[config.mk]
export PLATFORM = sky130hd
export DESIGN_NAME = sercom_regs
export DESIGN_NICKNAME = d
export VERILOG_FILES = /design/src/rtl/sercom_pkg.sv /design/src/rtl/sercom_szmask.sv /design/src/rtl/sercom_rxslot.sv /design/src/rtl/sercom_regs.sv
export SDC_FILE = /design/constraint.sdc
export NUM_CORES = 1
export LEC_CHECK = 0
export BUFFER_PORTS_ARGS = -buffer_cell sky130_fd_sc_hd__buf_2
export CORE_ASPECT_RATIO = 1.1
export CORE_MARGIN = 1
export CORE_UTILIZATION = 52
export DETAILED_ROUTE_END_ITERATION = 8
export GPL_ROUTABILITY_DRIVEN = 1
export PLACE_DENSITY_LB_ADDON = 0.25
export SLEW_MARGIN = 20
export SYNTH_ARGS = -nofsm -noshare
export SYNTH_HDL_FRONTEND = slang
export SYNTH_HIERARCHICAL = 1
export SYNTH_SLANG_ARGS = --single-unit
export TNS_END_PERCENT = 20
[constraint.sdc]
create_clock -name clk -period 1.4 [get_ports clk]
set_input_delay 0.07 -clock clk [delete_from_list [all_inputs] [get_ports clk]]
set_output_delay 0.07 -clock clk [all_outputs]
set_load 0.05 [all_outputs]
[src/rtl/sercom_pkg.sv]
package sercom_pkg;
   // register offsets (low three address bits)
   localparam logic [2:0] OFS_STA  = 3'd0;
   localparam logic [2:0] OFS_CTL  = 3'd1;
   localparam logic [2:0] OFS_FMT  = 3'd2;
   localparam logic [2:0] OFS_DIVL = 3'd4;
   localparam logic [2:0] OFS_DIVH = 3'd5;
   localparam logic [2:0] OFS_DATA = 3'd6;

   // status register bits
   localparam int STA_RXC = 7;
   localparam int STA_TXC = 6;
   localparam int STA_DRE = 5;

   // enable register bits
   localparam int CTL_RXIE = 7;
   localparam int CTL_TXIE = 6;
   localparam int CTL_DEIE = 5;
   localparam int CTL_RXEN = 4;
   localparam int CTL_TXEN = 3;
   localparam int CTL_SZ2  = 2;

   // format register bits
   localparam int FMT_SZ1 = 2;
   localparam int FMT_SZ0 = 1;

   // writable masks and reset values
   localparam logic [7:0] STA_WMASK = 8'h43;
   localparam logic [7:0] CTL_WMASK = 8'hFD;
   localparam logic [7:0] STA_RST   = 8'h20;
   localparam logic [7:0] CTL_RST   = 8'h00;
   localparam logic [7:0] FMT_RST   = 8'h06;
endpackage

[src/rtl/sercom_szmask.sv]
module sercom_szmask #(
   parameter int DATA_W   = 8,
   parameter int MIN_CHAR = 5
) (
   input  logic              clk,
   input  logic              rst_n,
   input  logic              clr,
   input  logic              load_i,
   input  logic [2:0]        code_i,
   output logic [DATA_W-1:0] mask_o
);
   localparam int SEL_W = 2;
   localparam logic [SEL_W-1:0] SEL_MAX = '1;

   if (MIN_CHAR + 3 != DATA_W) begin : g_bad_geom
      $error("sercom_szmask: MIN_CHAR+3 must equal DATA_W");
   end

   logic [SEL_W-1:0] sel_q;

   always_ff @(posedge clk or negedge rst_n) begin
      if (!rst_n) begin
         sel_q <= SEL_MAX;
      end else if (clr) begin
         sel_q <= SEL_MAX;
      end else if (load_i) begin
         if (!code_i[2]) begin
            sel_q <= code_i[1:0];
         end else if (&code_i) begin
            sel_q <= SEL_MAX;
         end
      end
   end

   for (genvar g = 0; g < DATA_W; g++) begin : g_mask
      if (g < MIN_CHAR) begin : g_fixed
         assign mask_o[g] = 1'b1;
      end else begin : g_sel
         assign mask_o[g] = ({30'd0, sel_q} >= 32'(g - MIN_CHAR + 1));
      end
   end


   wide_code_chk: assert property (@(posedge clk) disable iff (!rst_n)
      (load_i && (&code_i) && !clr) |=> (&mask_o));


   reserved_keep_chk: assert property (@(posedge clk) disable iff (!rst_n)
      (load_i && code_i[2] && !(&code_i) && !clr) |=> $stable(mask_o));
endmodule

[src/rtl/sercom_rxslot.sv]
module sercom_rxslot #(
   parameter int DATA_W = 8
) (
   input  logic              clk,
   input  logic              rst_n,
   input  logic              clr,
   input  logic              en_i,
   input  logic              push_valid_i,
   input  logic [DATA_W-1:0] push_data_i,
   output logic              push_ready_o,
   output logic              accept_o,
   input  logic              take_i,
   input  logic              flush_i,
   output logic              have_o,
   output logic [DATA_W-1:0] data_o
);
   logic              have_q;
   logic [DATA_W-1:0] buf_q;

   assign push_ready_o = en_i & ~have_q & ~clr;
   assign accept_o     = push_valid_i & push_ready_o;
   assign have_o       = have_q | accept_o;
   assign data_o       = have_q ? buf_q : push_data_i;

   always_ff @(posedge clk or negedge rst_n) begin
      if (!rst_n) begin
         have_q <= 1'b0;
         buf_q  <= '0;
      end else begin
         if (accept_o) buf_q <= push_data_i;
         if (clr || flush_i || take_i) begin
            have_q <= 1'b0;
         end else if (accept_o) begin
            have_q <= 1'b1;
         end
      end
   end


   take_clears_chk: assert property (@(posedge clk) disable iff (!rst_n)
      take_i |=> !have_q);


   slot_hold_chk: assert property (@(posedge clk) disable iff (!rst_n)
      (have_q && !take_i && !flush_i && !clr) |=> (have_q && $stable(buf_q)));
endmodule

[src/rtl/sercom_regs.sv]
module sercom_regs
   import sercom_pkg::*;
#(
   parameter int DATA_W   = 8,
   parameter int ADDR_W   = 3,
   parameter int DIVH_W   = 4,
   parameter int MIN_CHAR = 5
) (
   input  logic              clk,
   input  logic              rst_n,
   input  logic              pwr_off,
   input  logic [ADDR_W-1:0] bus_addr,
   input  logic              bus_wr,
   input  logic              bus_rd,
   input  logic [DATA_W-1:0] bus_wdata,
   output logic [DATA_W-1:0] bus_rdata,
   input  logic              rx_valid,
   input  logic [DATA_W-1:0] rx_data,
   output logic              rx_ready,
   output logic              tx_strobe,
   output logic [DATA_W-1:0] tx_data,
   output logic              irq_rxc,
   output logic              irq_txc,
   output logic              irq_dre
);
   localparam int DIVH_PAD = DATA_W - DIVH_W;

   if (DATA_W != 8) begin : g_bad_w
      $error("sercom_regs: DATA_W must be 8");
   end
   if (ADDR_W < 3) begin : g_bad_a
      $error("sercom_regs: ADDR_W must be at least 3");
   end
   if (DIVH_W < 1 || DIVH_W > DATA_W) begin : g_bad_d
      $error("sercom_regs: DIVH_W out of range");
   end

   // address decode: upper bits must be zero when present
   logic       upper_ok;
   logic [2:0] ofs;
   assign ofs = bus_addr[2:0];
   if (ADDR_W > 3) begin : g_upper
      assign upper_ok = ~|bus_addr[ADDR_W-1:3];
   end else begin : g_no_upper
      assign upper_ok = 1'b1;
   end

   logic [DATA_W-1:0] sta_q, ctl_q, fmt_q, divl_q;
   logic [DIVH_W-1:0] divh_q;
   logic [DATA_W-1:0] rdata_q, txd_q;
   logic              txs_q, irx_q, itx_q, ide_q;

   logic [DATA_W-1:0] n_sta, n_ctl, n_fmt, n_divl, n_rdata, n_txd;
   logic [DIVH_W-1:0] n_divh;
   logic              n_txs, n_irx, n_itx, n_ide;

   logic wr_go, rd_go, data_rd, flush, mask_load;
   logic [2:0] mask_code;
   logic [DATA_W-1:0] char_mask;
   logic slot_accept, slot_have;
   logic [DATA_W-1:0] slot_data;

   assign wr_go   = bus_wr & upper_ok & ~pwr_off;
   assign rd_go   = bus_rd & ~bus_wr & upper_ok & ~pwr_off;
   assign data_rd = rd_go & (ofs == OFS_DATA) & ctl_q[CTL_RXEN];
   assign flush   = wr_go & (ofs == OFS_CTL) & ~bus_wdata[CTL_RXEN];

   sercom_rxslot #(.DATA_W(DATA_W)) u_slot (
      .clk          (clk),
      .rst_n        (rst_n),
      .clr          (pwr_off),
      .en_i         (ctl_q[CTL_RXEN]),
      .push_valid_i (rx_valid),
      .push_data_i  (rx_data),
      .push_ready_o (rx_ready),
      .accept_o     (slot_accept),
      .take_i       (data_rd),
      .flush_i      (flush),
      .have_o       (slot_have),
      .data_o       (slot_data)
   );

   sercom_szmask #(.DATA_W(DATA_W), .MIN_CHAR(MIN_CHAR)) u_mask (
      .clk    (clk),
      .rst_n  (rst_n),
      .clr    (pwr_off),
      .load_i (mask_load),
      .code_i (mask_code),
      .mask_o (char_mask)
   );

   always_comb begin
      n_sta   = sta_q;
      n_ctl   = ctl_q;
      n_fmt   = fmt_q;
      n_divl  = divl_q;
      n_divh  = divh_q;
      n_rdata = rdata_q;
      n_txd   = txd_q;
      n_txs   = 1'b0;
      n_irx   = irx_q;
      n_itx   = itx_q;
      n_ide   = ide_q;

      // byte arrival is applied before the bus access of the same cycle
      if (slot_accept) begin
         n_sta[STA_RXC] = 1'b1;
         if (ctl_q[CTL_RXIE]) n_irx = 1'b1;
      end

      if (rd_go) begin
         unique case (ofs)
            OFS_STA:  n_rdata = sta_q;
            OFS_CTL:  n_rdata = ctl_q;
            OFS_FMT:  n_rdata = fmt_q;
            OFS_DIVL: n_rdata = divl_q;
            OFS_DIVH: n_rdata = {{DIVH_PAD{1'b0}}, divh_q};
            OFS_DATA: begin
               if (ctl_q[CTL_RXEN]) begin
                  n_rdata        = slot_have ? (slot_data & char_mask) : '0;
                  n_sta[STA_RXC] = 1'b0;
                  n_irx          = 1'b0;
               end else begin
                  n_rdata = '0;
               end
            end
            default:  n_rdata = '0;
         endcase
      end

      if (wr_go) begin
         unique case (ofs)
            OFS_DATA: begin
               if (ctl_q[CTL_TXEN]) begin
                  n_txs          = 1'b1;
                  n_txd          = bus_wdata;
                  n_sta[STA_TXC] = 1'b1;
                  n_sta[STA_DRE] = 1'b1;
                  if (ctl_q[CTL_TXIE]) begin
                     n_itx          = 1'b1;
                     n_sta[STA_TXC] = 1'b0;
                  end
                  if (ctl_q[CTL_DEIE]) n_ide = 1'b1;
               end
            end
            OFS_STA: begin
               n_sta = (bus_wdata & STA_WMASK) | (n_sta & ~STA_WMASK);
               if (bus_wdata[STA_TXC]) begin
                  n_sta[STA_TXC] = 1'b0;
                  n_itx          = 1'b0;
               end
            end
            OFS_CTL: begin
               n_ctl = (bus_wdata & CTL_WMASK) | (ctl_q & ~CTL_WMASK);
               n_irx = n_ctl[CTL_RXIE] & n_sta[STA_RXC];
               n_itx = n_ctl[CTL_TXIE] & n_sta[STA_TXC];
               n_ide = n_ctl[CTL_DEIE] & n_sta[STA_DRE];
            end
            OFS_FMT:  n_fmt  = bus_wdata;
            OFS_DIVL: n_divl = bus_wdata;
            OFS_DIVH: n_divh = bus_wdata[DIVH_W-1:0];
            default:  ;
         endcase
      end

      if (pwr_off) begin
         n_sta   = STA_RST;
         n_ctl   = CTL_RST;
         n_fmt   = FMT_RST;
         n_divl  = '0;
         n_divh  = '0;
         n_rdata = '0;
         n_txd   = '0;
         n_txs   = 1'b0;
         n_irx   = 1'b0;
         n_itx   = 1'b0;
         n_ide   = 1'b0;
      end
   end

   assign mask_load = wr_go & ((ofs == OFS_CTL) | (ofs == OFS_FMT));
   assign mask_code = {n_ctl[CTL_SZ2], n_fmt[FMT_SZ1], n_fmt[FMT_SZ0]};

   always_ff @(posedge clk or negedge rst_n) begin
      if (!rst_n) begin
         sta_q   <= STA_RST;
         ctl_q   <= CTL_RST;
         fmt_q   <= FMT_RST;
         divl_q  <= '0;
         divh_q  <= '0;
         rdata_q <= '0;
         txd_q   <= '0;
         txs_q   <= 1'b0;
         irx_q   <= 1'b0;
         itx_q   <= 1'b0;
         ide_q   <= 1'b0;
      end else begin
         sta_q   <= n_sta;
         ctl_q   <= n_ctl;
         fmt_q   <= n_fmt;
         divl_q  <= n_divl;
         divh_q  <= n_divh;
         rdata_q <= n_rdata;
         txd_q   <= n_txd;
         txs_q   <= n_txs;
         irx_q   <= n_irx;
         itx_q   <= n_itx;
         ide_q   <= n_ide;
      end
   end

   assign bus_rdata = rdata_q;
   assign tx_strobe = txs_q;
   assign tx_data   = txd_q;
   assign irq_rxc   = irx_q;
   assign irq_txc   = itx_q;
   assign irq_dre   = ide_q;


   accept_sets_rxc_chk: assert property (@(posedge clk) disable iff (!rst_n)
      (slot_accept && !data_rd && !pwr_off) |=> sta_q[STA_RXC]);


   strobe_src_chk: assert property (@(posedge clk) disable iff (!rst_n)
      tx_strobe |-> $past(bus_wr && ofs == OFS_DATA && ctl_q[CTL_TXEN]));


   sta_txc_clear_chk: assert property (@(posedge clk) disable iff (!rst_n)
      (wr_go && ofs == OFS_STA) |=> !sta_q[STA_TXC]);


   ctl_dre_level_chk: assert property (@(posedge clk) disable iff (!rst_n)
      (wr_go && ofs == OFS_CTL) |=> (irq_dre == (ctl_q[CTL_DEIE] & sta_q[STA_DRE])));


   pwr_quiet_chk: assert property (@(posedge clk) disable iff (!rst_n)
      pwr_off |=> (bus_rdata == '0 && !irq_rxc && !irq_txc && !irq_dre && !tx_strobe));
endmodule

==> out/metrics.yaml <==
finalCritPeriodShare_pct: 103
cp-start-kind: "register"
antenna_found_initial: 0
hold-path-cell-count: 3
critical_path_arrival_ns: 1.37
drc: 0
worstHoldPathType: "in -> reg"
synth_cells: 313
clk_pin_slew_ns: 0.07
track_usage_pct: 27.5
crit_top_cell: "buf_6"
io-pin-count: 46
synth-seq-area-share_pct: 48.7
synth.avg_cell_area_um2: 10.4
dp.cells: 458
gp_congestion: 0.867
finalSetupViolCount: 6
drt-pass1-iter-count: 4
dieArea_um2: 6570
ys_warn_count: 6
fp.dieH_um: 84.9
drt_wl_total_mm: 8.34
grt_max_degree: 64
synth_edf_count: 0
clock_path_buffers: 2
cap_violations: 0
tritoncts: "yes"
yosysUniqueCellTypes: 48
htree_levels: 3
clock_skew_ns: 0.00958
worst_pin_slew_ns: 0.608
die_w_um: 77.4
endpoint_kind: "primary output"
instances_no_fill: 484
post-dp-hpwl_mm: 6.04
r2r-end: "bus_rdata[6]$_DFFE_PN0P_"
crit_family: "flip-flops"
synth_async_sr_flop_share_pct: 100
finalCriticalPeriod_ns: 1.44
via_per_inst: 5.67
areaGrowthSynthToFinish_pct: 27.8
place_area_um2: 3790
cts-root-buf: "clkbuf_8"
rrSetupSlack_ns: -0.03
layout_common_cells: "57 x dfrtp_1, 44 x buf_2, 42 x buf_4"
clkSinkCount: 63
hold_viol_final: 0
p_leak_nw: 1.98
slowest_stage: "dfrtp_2"
critPathKind: "reg -> out"
nets: 427
grt_pass1_wl_mm: 13.7
max_freq_mhz: 695
critical_path.cell_chain: "buf_6, buf_6, nor3b_4, buf_6"
layout-drive-gt1-share_pct: 35.1
hold_start: "bus_wdata[2]"
critPathRequiredTime_ns: 1.33
syn-cell-area_um2: 3250
vias: 2746
cts_buffers: 9
outcome: "finished with violations"
yosys_most_used_dff: "dfrtp_1"
synth-seq-cells: 63
core_region_area_um2: 5910
reg2reg_depth: 5
ant_nets: 0
rows: 29
stdcell_area_um2: 4150
start_util_pct: 55.0
diodes: 0
insertion_delay_ns: 0.34
worst-path-buf-inv: 3
setup_slack_ns: -0.0398
io_buffers: 45
drt-initial-drc-count: 160
whs_endpoint: "divl_q[2]$_DFFE_PN0P_"
overflow: 0
power_density_nw_per_um2: 1010
violations: "negative setup slack"
cp_slowest_stage_delay_ns: 0.45
cp_max_fo: 4
reg2reg_from: "u_slot/have_q$_DFFE_PN0P_"
grt_pass1_vias: 2730
max_slew_margin_pct: 59.5
rsz0062_at_grt: "true"
irDropWorstVdd_v: 0.000809
layout_commonest_cell: "dfrtp_1"
slew_viol_final: 0
wire_per_inst_um: 17.2
Yosys cell counts, drive strengths merged, types with 5 or more instances:
library cell	instances	area share (%)
mux2i	8	2.5
dfstp	5	4.0
nor2b	5	0.96
a22o	16	4.3
o21ai	10	1.5
a21oi	19	3.0
nand2b	13	2.7
mux2	19	7.5
nor2	12	1.4
nand2	40	4.6
nor3	8	1.2
nand3b	8	1.8
clkbuf	9	1.0
nand3	5	0.77
dfrtp	58	45
a221o	6	1.8
buf	17	3.5
per-stage QoR:
stage                     hold WS, ns  worst slack, ns  TNS (ns)  utilization [%]  power (mW)
after floorplan                -0.226           -0.126    -0.371                -        2.30
after global placement          0.107          -0.0835    -0.462             64.1        2.53
after detailed placement        0.108           -0.147    -0.782             64.1        2.55
after CTS                     0.00466          -0.0585    -0.162             70.0        4.21
after global routing           0.0160          -0.0907    -0.782             70.2        4.36
final                          0.0216          -0.0398    -0.117             70.2        4.18
metal layers:
layer / share of wire, % / up-vias / GRT usage, % / routed length [um]
met5: 0 / - / 0 / 0
met4: 1.8 / 0 / 10.1 / 148
met3: 5.7 / 14 / 7.31 / 479
met2: 49 / 90 / 44.8 / 4080
met1: 44 / 1331 / 35.3 / 3640
li1: - / 1311 / - / -
timing repair:
action | 4_1_cts | 5_1_grt
endpoints found under the hold margin | 66 | 0
setup endpoints to repair | 15 | 19
resized for setup | 11 | 2
pin swaps | 2 | 3
setup buffers | 1 | 0
hold buffers | 9 | 0
cells by family after synthesis:
group	share of synthesized area, %
buffers and inverters	4.93
other	0.115
multiplexers	9.97
flip-flops	48.7
AND/OR/NAND/NOR	19.4
AO/OA/AOI/OAI	16.9
cell type report:
type / count / area (um2)
fillers: 474 / 1760
clock buffers: 13 / 169
flip-flops and latches: 63 / 1580
clock inverters: 3 / 40.0
repair buffers: 100 / 691
inverters: 3 / 11.3
well taps: 77 / 96.3
multi-input cells: 225 / 1560
where the power goes:
part / switching [mW] / internal [mW]
Sequential: 0.0474 / 1.90
Clock: 0.676 / 0.963
Combinational: 0.338 / 0.258
tightest hold or removal path: cells and delay by family:
family | cells | cell delay (ns)
AOI/OAI and AO/OA | 1 | 0.05
buffers and inverters | 1 | 0.14
and+or+nand+nor | 1 | 0.06
sequential cells by signal, indices dropped and copies added, names as in the netlist:
signal         cells
divh_q             4
tx_strobe          1
irq_dre            1
u_mask/sel_q       2
u_slot/have_q      1
ctl_q              7
divl_q             8
tx_data            8
sta_q              5
fmt_q              8
irq_rxc            1
bus_rdata          8
irq_txc            1
u_slot/buf_q       8
worst max path at each step:
stage | cells after the start | end | slack, ns | startpoint
floorplan | 7 | u_mask/sel_q[1]$_DFFE_PN1P_ | -0.13 | bus_wr
global placement | 6 | u_mask/sel_q[1]$_DFFE_PN1P_ | -0.08 | pwr_off
detailed placement | 6 | u_mask/sel_q[1]$_DFFE_PN1P_ | -0.15 | pwr_off
CTS | 4 | rx_ready | -0.06 | u_slot/have_q$_DFFE_PN0P_
global route | 4 | rx_ready | -0.09 | u_slot/have_q$_DFFE_PN0P_
finish | 4 | rx_ready | -0.04 | u_slot/have_q$_DFFE_PN0P_
No activity file was read; power rests on OpenSTA's default activity.
